**config.mk**
```make
export PLATFORM = sky130hd
export DESIGN_NAME = pwr_handshake_seq
export DESIGN_NICKNAME = d
export VERILOG_FILES = /design/src/rtl/pwr_handshake_seq.sv
export SDC_FILE = /design/constraint.sdc
export NUM_CORES = 1
export LEC_CHECK = 0
export ABC_CLOCK_PERIOD_IN_PS = 2600
export BUFFER_PORTS_ARGS = -buffer_cell sky130_fd_sc_hd__buf_4
export CAP_MARGIN = 5
export CORE_MARGIN = 2
export CORE_UTILIZATION = 35
export CTS_CLUSTER_DIAMETER = 100
export CTS_CLUSTER_SIZE = 25
export DETAILED_ROUTE_END_ITERATION = 8
export PLACE_DENSITY_LB_ADDON = 0.2
export SYNTH_ARGS = -nofsm -noshare
export SYNTH_HDL_FRONTEND = slang
export SYNTH_SLANG_ARGS = --single-unit
export TNS_END_PERCENT = 1
```
**constraint.sdc**
```tcl
create_clock -name clk_i -period 2.6 [get_ports clk_i]
set_clock_uncertainty 0.2 [all_clocks]
set_input_delay 0.78 -clock clk_i [delete_from_list [all_inputs] [get_ports clk_i]]
set_output_delay 0.78 -clock clk_i [all_outputs]
set_load 0.005 [all_outputs]
```
**src/rtl/pwr_handshake_seq.sv**
```systemverilog
module pwr_handshake_seq #(
  parameter int ADR_W   = 4,
  parameter int CNT_W   = 16,
  parameter int TIMEOUT = 1000
) (
  input  logic             clk_i,
  input  logic             rst_ni,
  input  logic             core_rdy_i,
  input  logic             clk_cfg_ack_i,
  input  logic             pad_cfg_ack_i,
  input  logic             rtc_wake_i,
  input  logic             wb_cyc_i,
  input  logic             wb_stb_i,
  input  logic             wb_we_i,
  input  logic [ADR_W-1:0] wb_adr_i,
  input  logic [31:0]      wb_dat_i,
  output logic [31:0]      wb_dat_o,
  output logic             wb_ack_o,
  output logic             clk_cfg_req_o,
  output logic             clk_lp_o,
  output logic             pad_cfg_req_o,
  output logic             user_clk_full_o,
  output logic             user_rst_no,
  output logic             ext_cpg_en_o,
  output logic             irq_o,
  output logic             err_o
);
  localparam logic [CNT_W-1:0] TMO_LAST = CNT_W'(TIMEOUT - 1);
  localparam logic [7:0] CMD_OK = 8'h01, CMD_LOW = 8'h02, CMD_FULL = 8'h03;

  typedef enum logic [3:0] {
    S_RESET, S_CFG_CLK, S_CFG_PADS, S_CLK_FULL, S_RELEASE, S_WAIT_OK,
    S_RUN, S_ENTER_LOW, S_LOW, S_EXIT_LOW, S_ERROR
  } state_t;

  state_t           state, state_nx;
  logic [CNT_W-1:0] tmo_cnt;
  logic [7:0]       cmd_q, status_q;
  logic             pend_q, proto_q, tmo_q;

  logic       unused_bits;
  assign unused_bits = ^{wb_dat_i[31:8], wb_adr_i[1:0]};

  logic       bus_acc, bus_wr, cmd_wr, clr_wr;
  logic [1:0] reg_sel;
  logic [7:0] cmd_val;
  assign bus_acc = wb_cyc_i & wb_stb_i & ~wb_ack_o;
  assign bus_wr  = bus_acc & wb_we_i;
  assign reg_sel = wb_adr_i[3:2];
  assign cmd_val = wb_dat_i[7:0];
  assign cmd_wr  = bus_wr && reg_sel == 2'd0;
  assign clr_wr  = bus_wr && reg_sel == 2'd2 && wb_dat_i[0];

  logic go_ok, go_low, go_full, bad_cmd;
  assign go_ok   = cmd_wr && cmd_val == CMD_OK && state == S_WAIT_OK;
  assign go_low  = cmd_wr && cmd_val == CMD_LOW;
  assign go_full = cmd_wr && cmd_val == CMD_FULL;
  assign bad_cmd = (go_low && state != S_RUN) || (go_full && state != S_LOW);

  logic waiting, step_ack, timed_out;
  assign waiting   = state inside {S_CFG_CLK, S_CFG_PADS, S_ENTER_LOW, S_EXIT_LOW};
  assign step_ack  = (state == S_CFG_PADS) ? pad_cfg_ack_i : clk_cfg_ack_i;
  assign timed_out = waiting && !step_ack && tmo_cnt == TMO_LAST;

  assign clk_cfg_req_o = state inside {S_CFG_CLK, S_ENTER_LOW, S_EXIT_LOW};
  assign pad_cfg_req_o = state == S_CFG_PADS;
  assign clk_lp_o      = state inside {S_ENTER_LOW, S_LOW};
  assign irq_o         = pend_q;
  assign err_o         = tmo_q;

  always_comb begin
    state_nx = state;
    unique case (state)
      S_RESET:     if (core_rdy_i) state_nx = S_CFG_CLK;
      S_CFG_CLK:   if (step_ack) state_nx = S_CFG_PADS;
      S_CFG_PADS:  if (step_ack) state_nx = S_CLK_FULL;
      S_CLK_FULL:  state_nx = S_RELEASE;
      S_RELEASE:   state_nx = S_WAIT_OK;
      S_WAIT_OK:   if (go_ok) state_nx = S_RUN;
      S_RUN:       if (go_low) state_nx = S_ENTER_LOW;
      S_ENTER_LOW: if (step_ack) state_nx = S_LOW;
      S_LOW:       if (go_full || rtc_wake_i) state_nx = S_EXIT_LOW;
      S_EXIT_LOW:  if (step_ack) state_nx = S_RUN;
      S_ERROR:     state_nx = S_ERROR;
      default:     state_nx = S_ERROR;
    endcase
    if (timed_out) state_nx = S_ERROR;
  end

  always_ff @(posedge clk_i or negedge rst_ni) begin
    if (!rst_ni) begin
      state           <= S_RESET;
      tmo_cnt         <= '0;
      user_clk_full_o <= 1'b0;
      user_rst_no     <= 1'b0;
      ext_cpg_en_o    <= 1'b1;
      status_q        <= 8'h00;
    end else begin
      state <= state_nx;
      if (state_nx != state) tmo_cnt <= '0;
      else if (waiting)      tmo_cnt <= tmo_cnt + 1'b1;
      if (state == S_CLK_FULL) user_clk_full_o <= 1'b1;
      if (state == S_RELEASE)  user_rst_no <= 1'b1;
      if (go_ok) begin
        ext_cpg_en_o <= 1'b0;
        status_q     <= 8'h81;
      end
      if (state == S_ENTER_LOW && state_nx == S_LOW) status_q <= 8'h82;
      if (state == S_EXIT_LOW && state_nx == S_RUN)  status_q <= 8'h83;
    end
  end

  always_ff @(posedge clk_i or negedge rst_ni) begin
    if (!rst_ni) begin
      cmd_q    <= 8'h00;
      pend_q   <= 1'b0;
      proto_q  <= 1'b0;
      tmo_q    <= 1'b0;
      wb_ack_o <= 1'b0;
      wb_dat_o <= '0;
    end else begin
      wb_ack_o <= bus_acc;
      if (cmd_wr) cmd_q <= cmd_val;
      if (cmd_wr)      pend_q <= 1'b1;
      else if (clr_wr) pend_q <= 1'b0;
      if (bad_cmd)   proto_q <= 1'b1;
      if (timed_out) tmo_q <= 1'b1;
      if (bus_acc && !wb_we_i) begin
        unique case (reg_sel)
          2'd0: wb_dat_o <= {24'd0, cmd_q};
          2'd1: wb_dat_o <= {24'd0, status_q};
          2'd2: wb_dat_o <= {29'd0, tmo_q, proto_q, pend_q};
          2'd3: wb_dat_o <= {28'd0, state};
          default: wb_dat_o <= '0;
        endcase
      end
    end
  end
endmodule

```
# Yosys cells after proc, flatten, opt, wreduce, memory -nomap -nowiden
# Index checks and enable logic that the tools add are counted.
[totals]
regBits = 75
latchBits = 0
ramBits = 0
romBits = 0
inputBits = 45
out_inout_bits = 41
word_cells = 83
memories = 0
[op_classes]
n_addsub = 1
mul = 0
n_div = 0
magnitude_cmp = 0
eq_ne = 21
shifts = 0
mux = 19
n_bitwise = 4
n_reduce_logical = 26
[ops]
columns = ["operator", "n"]
rows = [
  ["$pmux 32 s4", 1],
  ["$pmux 4 s10", 1],
  ["$mux 4", 9],
  ["$mux 16", 2],
  ["$mux 8", 3],
  ["$eq 4x3->1 const B", 5],
  ["$add 16x1->16 const B", 1],
  ["$eq 16x10->1 const B", 1],
  ["$eq 8x2->1 const B", 2],
  ["$logic_and 1x1->1", 14],
  ["$eq 4x4->1 const B", 3],
  ["$eq 4x2->1 const B", 2],
  ["$eq 8x1->1 const B", 1],
  ["$reduce_bool 2->1", 3],
  ["$reduce_bool 3->1", 2],
  ["$eq 2x2->1 const B", 2],
  ["$eq 4x1->1 const B", 1],
  ["$logic_not 4->1", 1],
  ["$ne 4x3->1 const B", 1],
  ["$ne 4x4->1", 1],
  ["$ne 4x4->1 const B", 1],
  ["$reduce_bool 4->1", 1],
  ["$and 1x1->1", 3],
  ["$mux 1", 3],
  ["5 further kinds", 7],
]

# Longest topological paths before layout
[logic_depth]
ltp_word = 13
depth_mapped = 9

# Worst setup path before layout
# Ideal clock, no wire load.
[synth_path]
kind = "input to register"
from = "input wb_adr_i[2]"
to = "register tmo_cnt[2]"
arrival_ns = 2.149
required_ns = 2.281
slack_ns = 0.133
path_stages = 8
n_path_buf = 2
cell_sequence = "buf_2 -> nor3b_2 -> nand4_1 -> o31ai_1 -> a221oi_2 -> o21ai_2 -> buf_6 -> nor2_1"
[synth_via]
elab_chain_cells = 9
[synth_rtl]
columns = ["item", "line", "text"]
rows = [
  ["start: declaration", "15", "input logic [ADR_W-1:0] wb_adr_i,"],
  ["$logic_not 2->1 *", "51", "assign cmd_wr = bus_wr && reg_sel == 2'd0;"],
  ["$logic_and 1x1->1 *", "51", ""],
  ["$logic_and 1x1->1, on equally long branches", "57, 55", ""],
  ["$logic_or 1x1->1 or $logic_and 1x1->1 (tied branches)", "82, 55", ""],
  ["$mux 4, on equally long branches", "82, 79", ""],
  ["$pmux 4 s10 *", "73", "unique case (state)"],
  ["$mux 4 *", "87", "if (timed_out) state_nx = S_ERROR;"],
  ["$ne 4x4->1 *", "100", "if (state_nx != state) tmo_cnt <= '0;"],
  ["$mux 16 or $reduce_bool 2->1 (tied branches)", "-", ""],
  ["end signal: assignment", "101", "else if (waiting) tmo_cnt <= tmo_cnt + 1'b1;"],
  ["end: declaration", "37", "logic [CNT_W-1:0] tmo_cnt;"],
]
# Every way passes the cells marked *; elsewhere a longest branch is shown, timed or not.
# A chain may end at the register's enable or synchronous reset.

# Worst setup path after layout
[layout_path]
from = "register state[2]"
to = "output clk_cfg_req_o"
[layout_via]
elab_chain_cells = 2
[layout_rtl]
columns = ["item", "line", "text"]
rows = [
  ["start: declaration", "36", "state_t state, state_nx;"],
  ["start signal: assignment", "99", "state <= state_nx;"],
  ["$eq 4x1->1 (tied with other cells)", "65", "assign clk_cfg_req_o = state inside {S_CFG_CLK, S_ENTER_LOW, S_EXIT_LOW};"],
  ["$reduce_bool 3->1 *", "65", ""],
  ["end: declaration", "19", "output logic clk_cfg_req_o,"],
]
# Marks and branches as above.

==> results list <==
* H-tree level count: 2
* HPWL Detailed: 3890 um
- For this configuration, the core starts out at a cell density of 36.1%.
- In the final timing run, aggregate negative setup slack is 0 ns.
* Cell variety after synth: 54
- Power spread over the standard cell area amounts to 852 nW/um^2.
- In this run the tightest slew margin relative to its limit is 60.5%.
- The tightest min-delay check is of the input pin to async pin type.
- Switching share of power: 34.6%
- Summed over all layers, the global routing overflow is 0.
- Max Clock Freq: 404 MHz
* Clock tree sinks: 46
- Synthesis produced a netlist whose cell count is 269.
- Final min period: 2.47 ns
- The number of global-route vias before repair was 1,888.
- The later pin in the worst-skew pair is clocked with a latency of 0.30 ns.
- Largest fanout of any net on the critical path: 13
* Global-route total usage across every layer: 13.6%
- The worst register-to-register path ends at tmo_cnt[5]$_DFFE_PN0P_.
- Boundary Pins: 86
- IR analysis of the VDD net gives a maximum drop of 0.495 mV.
* P_int: 1.72 mW
* FF-to-FF Start: state[2]$_DFF_PN0_
- A synthesized cell averages 9.73 sq um.
- Entering global routing, the biggest net connects 47 pins.
- Number of endpoints failing setup at the final stage: 0
* Number of synthesized register bits: 46
- Clock edge transition at the registers on the reported setup and hold paths: 0.10 ns
* Switching power total: 911 uW
- Area of the die: 8180 sq um
* Clock tree from TritonCTS: done
* Setup slack of the worst register-to-register path: 0.23 ns
- For the pin with the worst max-slew slack, the measured transition is 0.592 ns.
- Number of hold-repair buffers added at the cts stage: 0
- Summed over all cells, the static leakage comes to 1.42 nW.
- Number of detailed-route iterations in the first pass: 4
* Clk Tree Root Cell: clkbuf_8
* Overall routed net length: 5320 um
- Fraction of registers with async set/reset: 100%
* Data arrival time of the critical path: 1.49 ns
- The number of antenna violations at the first check in global routing is 0.
- Sequential element share of the synthesized area: 44.0%
* Type of element launching the critical path: flip-flop
* Die W: 90.5 um
- Routability-driven placement finished with a final weighted congestion of 0.755.
- Clock network power share: 24.5%
- Count of unresolved DRC violations after routing: 0
- In the final layout, the share of cells above drive strength 1 is 29.1%.
- From synthesis to final layout, the design area changed by 18.1%.
- Register-to-Register Path Depth: 8
- Result of the run: finished, final reports clean
* Crit path kind: flip-flop to output pin
- After floorplanning, the core was divided into 31 placement rows.
* Starting DRC count in detailed routing: 100
* Endpoint class of the critical path: output pin
- The floorplan step defined a core boundary enclosing 7250 sq um.
- Using the TritonRoute via totals, the vias-per-cell ratio works out to 4.68.
- Port Buffers: 35
- Most frequently used flop master after synthesis: dfrtp_1
* Total via count in the routed design: 1,929
- Final Core Density: 42.6%
* Number of buffers inserted during clock tree synthesis: 5
- Hold_ws: 0.264 ns
- The filler cells instantiated in the layout total 724.
* Count of nets left with antenna violations after detail routing: 0
* Maxcap violations: 0
- The count of pins over their slew limit is 0.
* Critical Path RT: 1.62 ns
- The number of antenna diodes in the final layout is 0.
- First-pass GRT wire length: 9150 um
* Maximum buffer depth of the clock tree: 2
- In this run the vertical extent of the chip is 90.5 um.
- Sequential share of power: 37.0%
- Unrepaired setup endpoints after global routing: false
* Number of synthesis warnings: 0
- The synthesized design contains 0 enable-type register cells.
* Tcrit/Tclk final: 95.2%
* Average wire per standard cell: 12.9 um
* Cell area after technology mapping: 2620 sq um
- Net count reported at finish: 358
* Total count of hold-check failures in the final report: 0
* Logic pwr share: 38.5%
-- cell usage in the layout (no fill, tap or decap), types with 2 or more instances in the layout --
cell       instances
xnor2_1            6
dfrtp_1           42
o21ai_0            5
nor2_2             3
nand2_1           31
a21o_1             2
nand4_1            5
nor4_1             3
nand3_1           13
and2_1             2
bufinv_16          2
clkbuf_8           5
a21oi_1           10
or3_1              2
nand2b_1           5
mux4_2             2
dfrtp_2            3
nor2_1            26
buf_4             49
o31ai_1            3
mux2_2             9
nor3_1             5
inv_1              6
nor2b_1            4
a31oi_1            3
xor2_1             9
and4_1             2
mux2i_1            2
or2_2              4
conb_1            24
-- critical path, stage by stage (launching register included) --
cell and delay (ns):
dfrtp_2 0.51, and2b_2 0.25, nand2_1 0.11, a21oi_1 0.20, buf_4 0.13
-- metal layers --
layer / global-route usage, % / up-vias / wire length, um
li1: - / 963 / -
met1: 18.5 / 907 / 2530
met2: 22.1 / 52 / 2480
met3: 2.84 / 7 / 227
met4: 3.85 / 0 / 72
met5: 0 / - / 0
-- registers in the layout, summed over array words and instances (netlist names) --
name,flops
cmd_q,8
err_o,1
ext_cpg_en_o,1
irq_o,1
proto_q,1
state,4
status_q,3
tmo_cnt,16
user_clk_full_o,1
user_rst_no,1
wb_ack_o,1
wb_dat_o,8
-- cells by family (layout without fill, tap and decap cells) --
group	after synthesis	in the layout	share of synthesized area, %
other	1	24	0.143
multiplexers	13	13	6.36
AND/OR/NAND/NOR	116	116	23.5
buffers and inverters	43	64	11.2
flip-flops	46	46	44.0
AO/OA/AOI/OAI	34	34	9.28
adder cells (fa/ha/maj)	1	1	0.478
XOR/XNOR	15	15	5.02
-- through the flow --
stage	instance area, sq um	std cells	setup slack (ns)	power [mW]
floorplan	2700	292	0.133	1.68
global placement	2920	401	-0.123	1.99
detailed placement	2920	401	-0.118	1.99
CTS	3060	409	-0.000425	2.65
global route	3090	412	0.0279	2.81
finish	3090	412	0.125	2.63
-- synth_stat cells, types with 4 or more instances --
master     n  share of area (%)
dfrtp_1   45                 43
nand3_1   13                2.5
nor2b_1    4               0.96
nand4_1    5                1.2
buf_6      4                1.7
o21ai_0    5               0.96
or2_2      4               0.96
mux2_2     9                3.9
a21oi_1   10                1.9
nand2b_1   5                1.2
xnor2_1    6                2.0
nor2_1    27                3.9
nor3_1     5               0.96
nand2_1   31                4.4
xor2_1     9                3.0
inv_1      6               0.86
buf_4     26                7.5
clkbuf_1   4               0.57
-- final cells by class --
type | instances | area [sq um] | area share, %
tap | 99 | 124 | 4.01
clock inverter | 3 | 68.8 | 2.23
timing repair buffer | 50 | 388 | 12.6
inverter | 6 | 22.5 | 0.729
multi-input combinational | 203 | 1260 | 40.8
sequential | 46 | 1160 | 37.4
clock buffer | 5 | 68.8 | 2.23
-- timing repair --
item / CTS / global route
gates resized for setup: 3 / 2
buffers inserted: 0 / 3
endpoints found under the setup margin: 2 / 2
-- worst max path at each step --
stage	from	end	slack [ns]	cells after the start
2_1_floorplan	wb_adr_i[2]	tmo_cnt[2]$_DFFE_PN0P_	0.13	8
3_3_place_gp	wb_dat_i[3]	tmo_cnt[5]$_DFFE_PN0P_	-0.12	9
3_5_place_dp	wb_dat_i[3]	tmo_cnt[5]$_DFFE_PN0P_	-0.12	9
4_1_cts	state[3]$_DFF_PN0_	clk_cfg_req_o	-0.0004	4
5_1_grt	state[2]$_DFF_PN0_	clk_cfg_req_o	0.03	4
6_report	state[2]$_DFF_PN0_	clk_cfg_req_o	0.13	4
-- power groups by stage --
stage	clock (mW)	combinational [mW]	sequential (mW)
floorplan	0	0.766	0.916
global placement	0	0.995	0.990
detailed placement	0	0.992	0.993
CTS	0.663	1.00	0.981
global route	0.696	1.12	0.995
finish	0.645	1.01	0.975
Power figures use the tool's default switching activity.
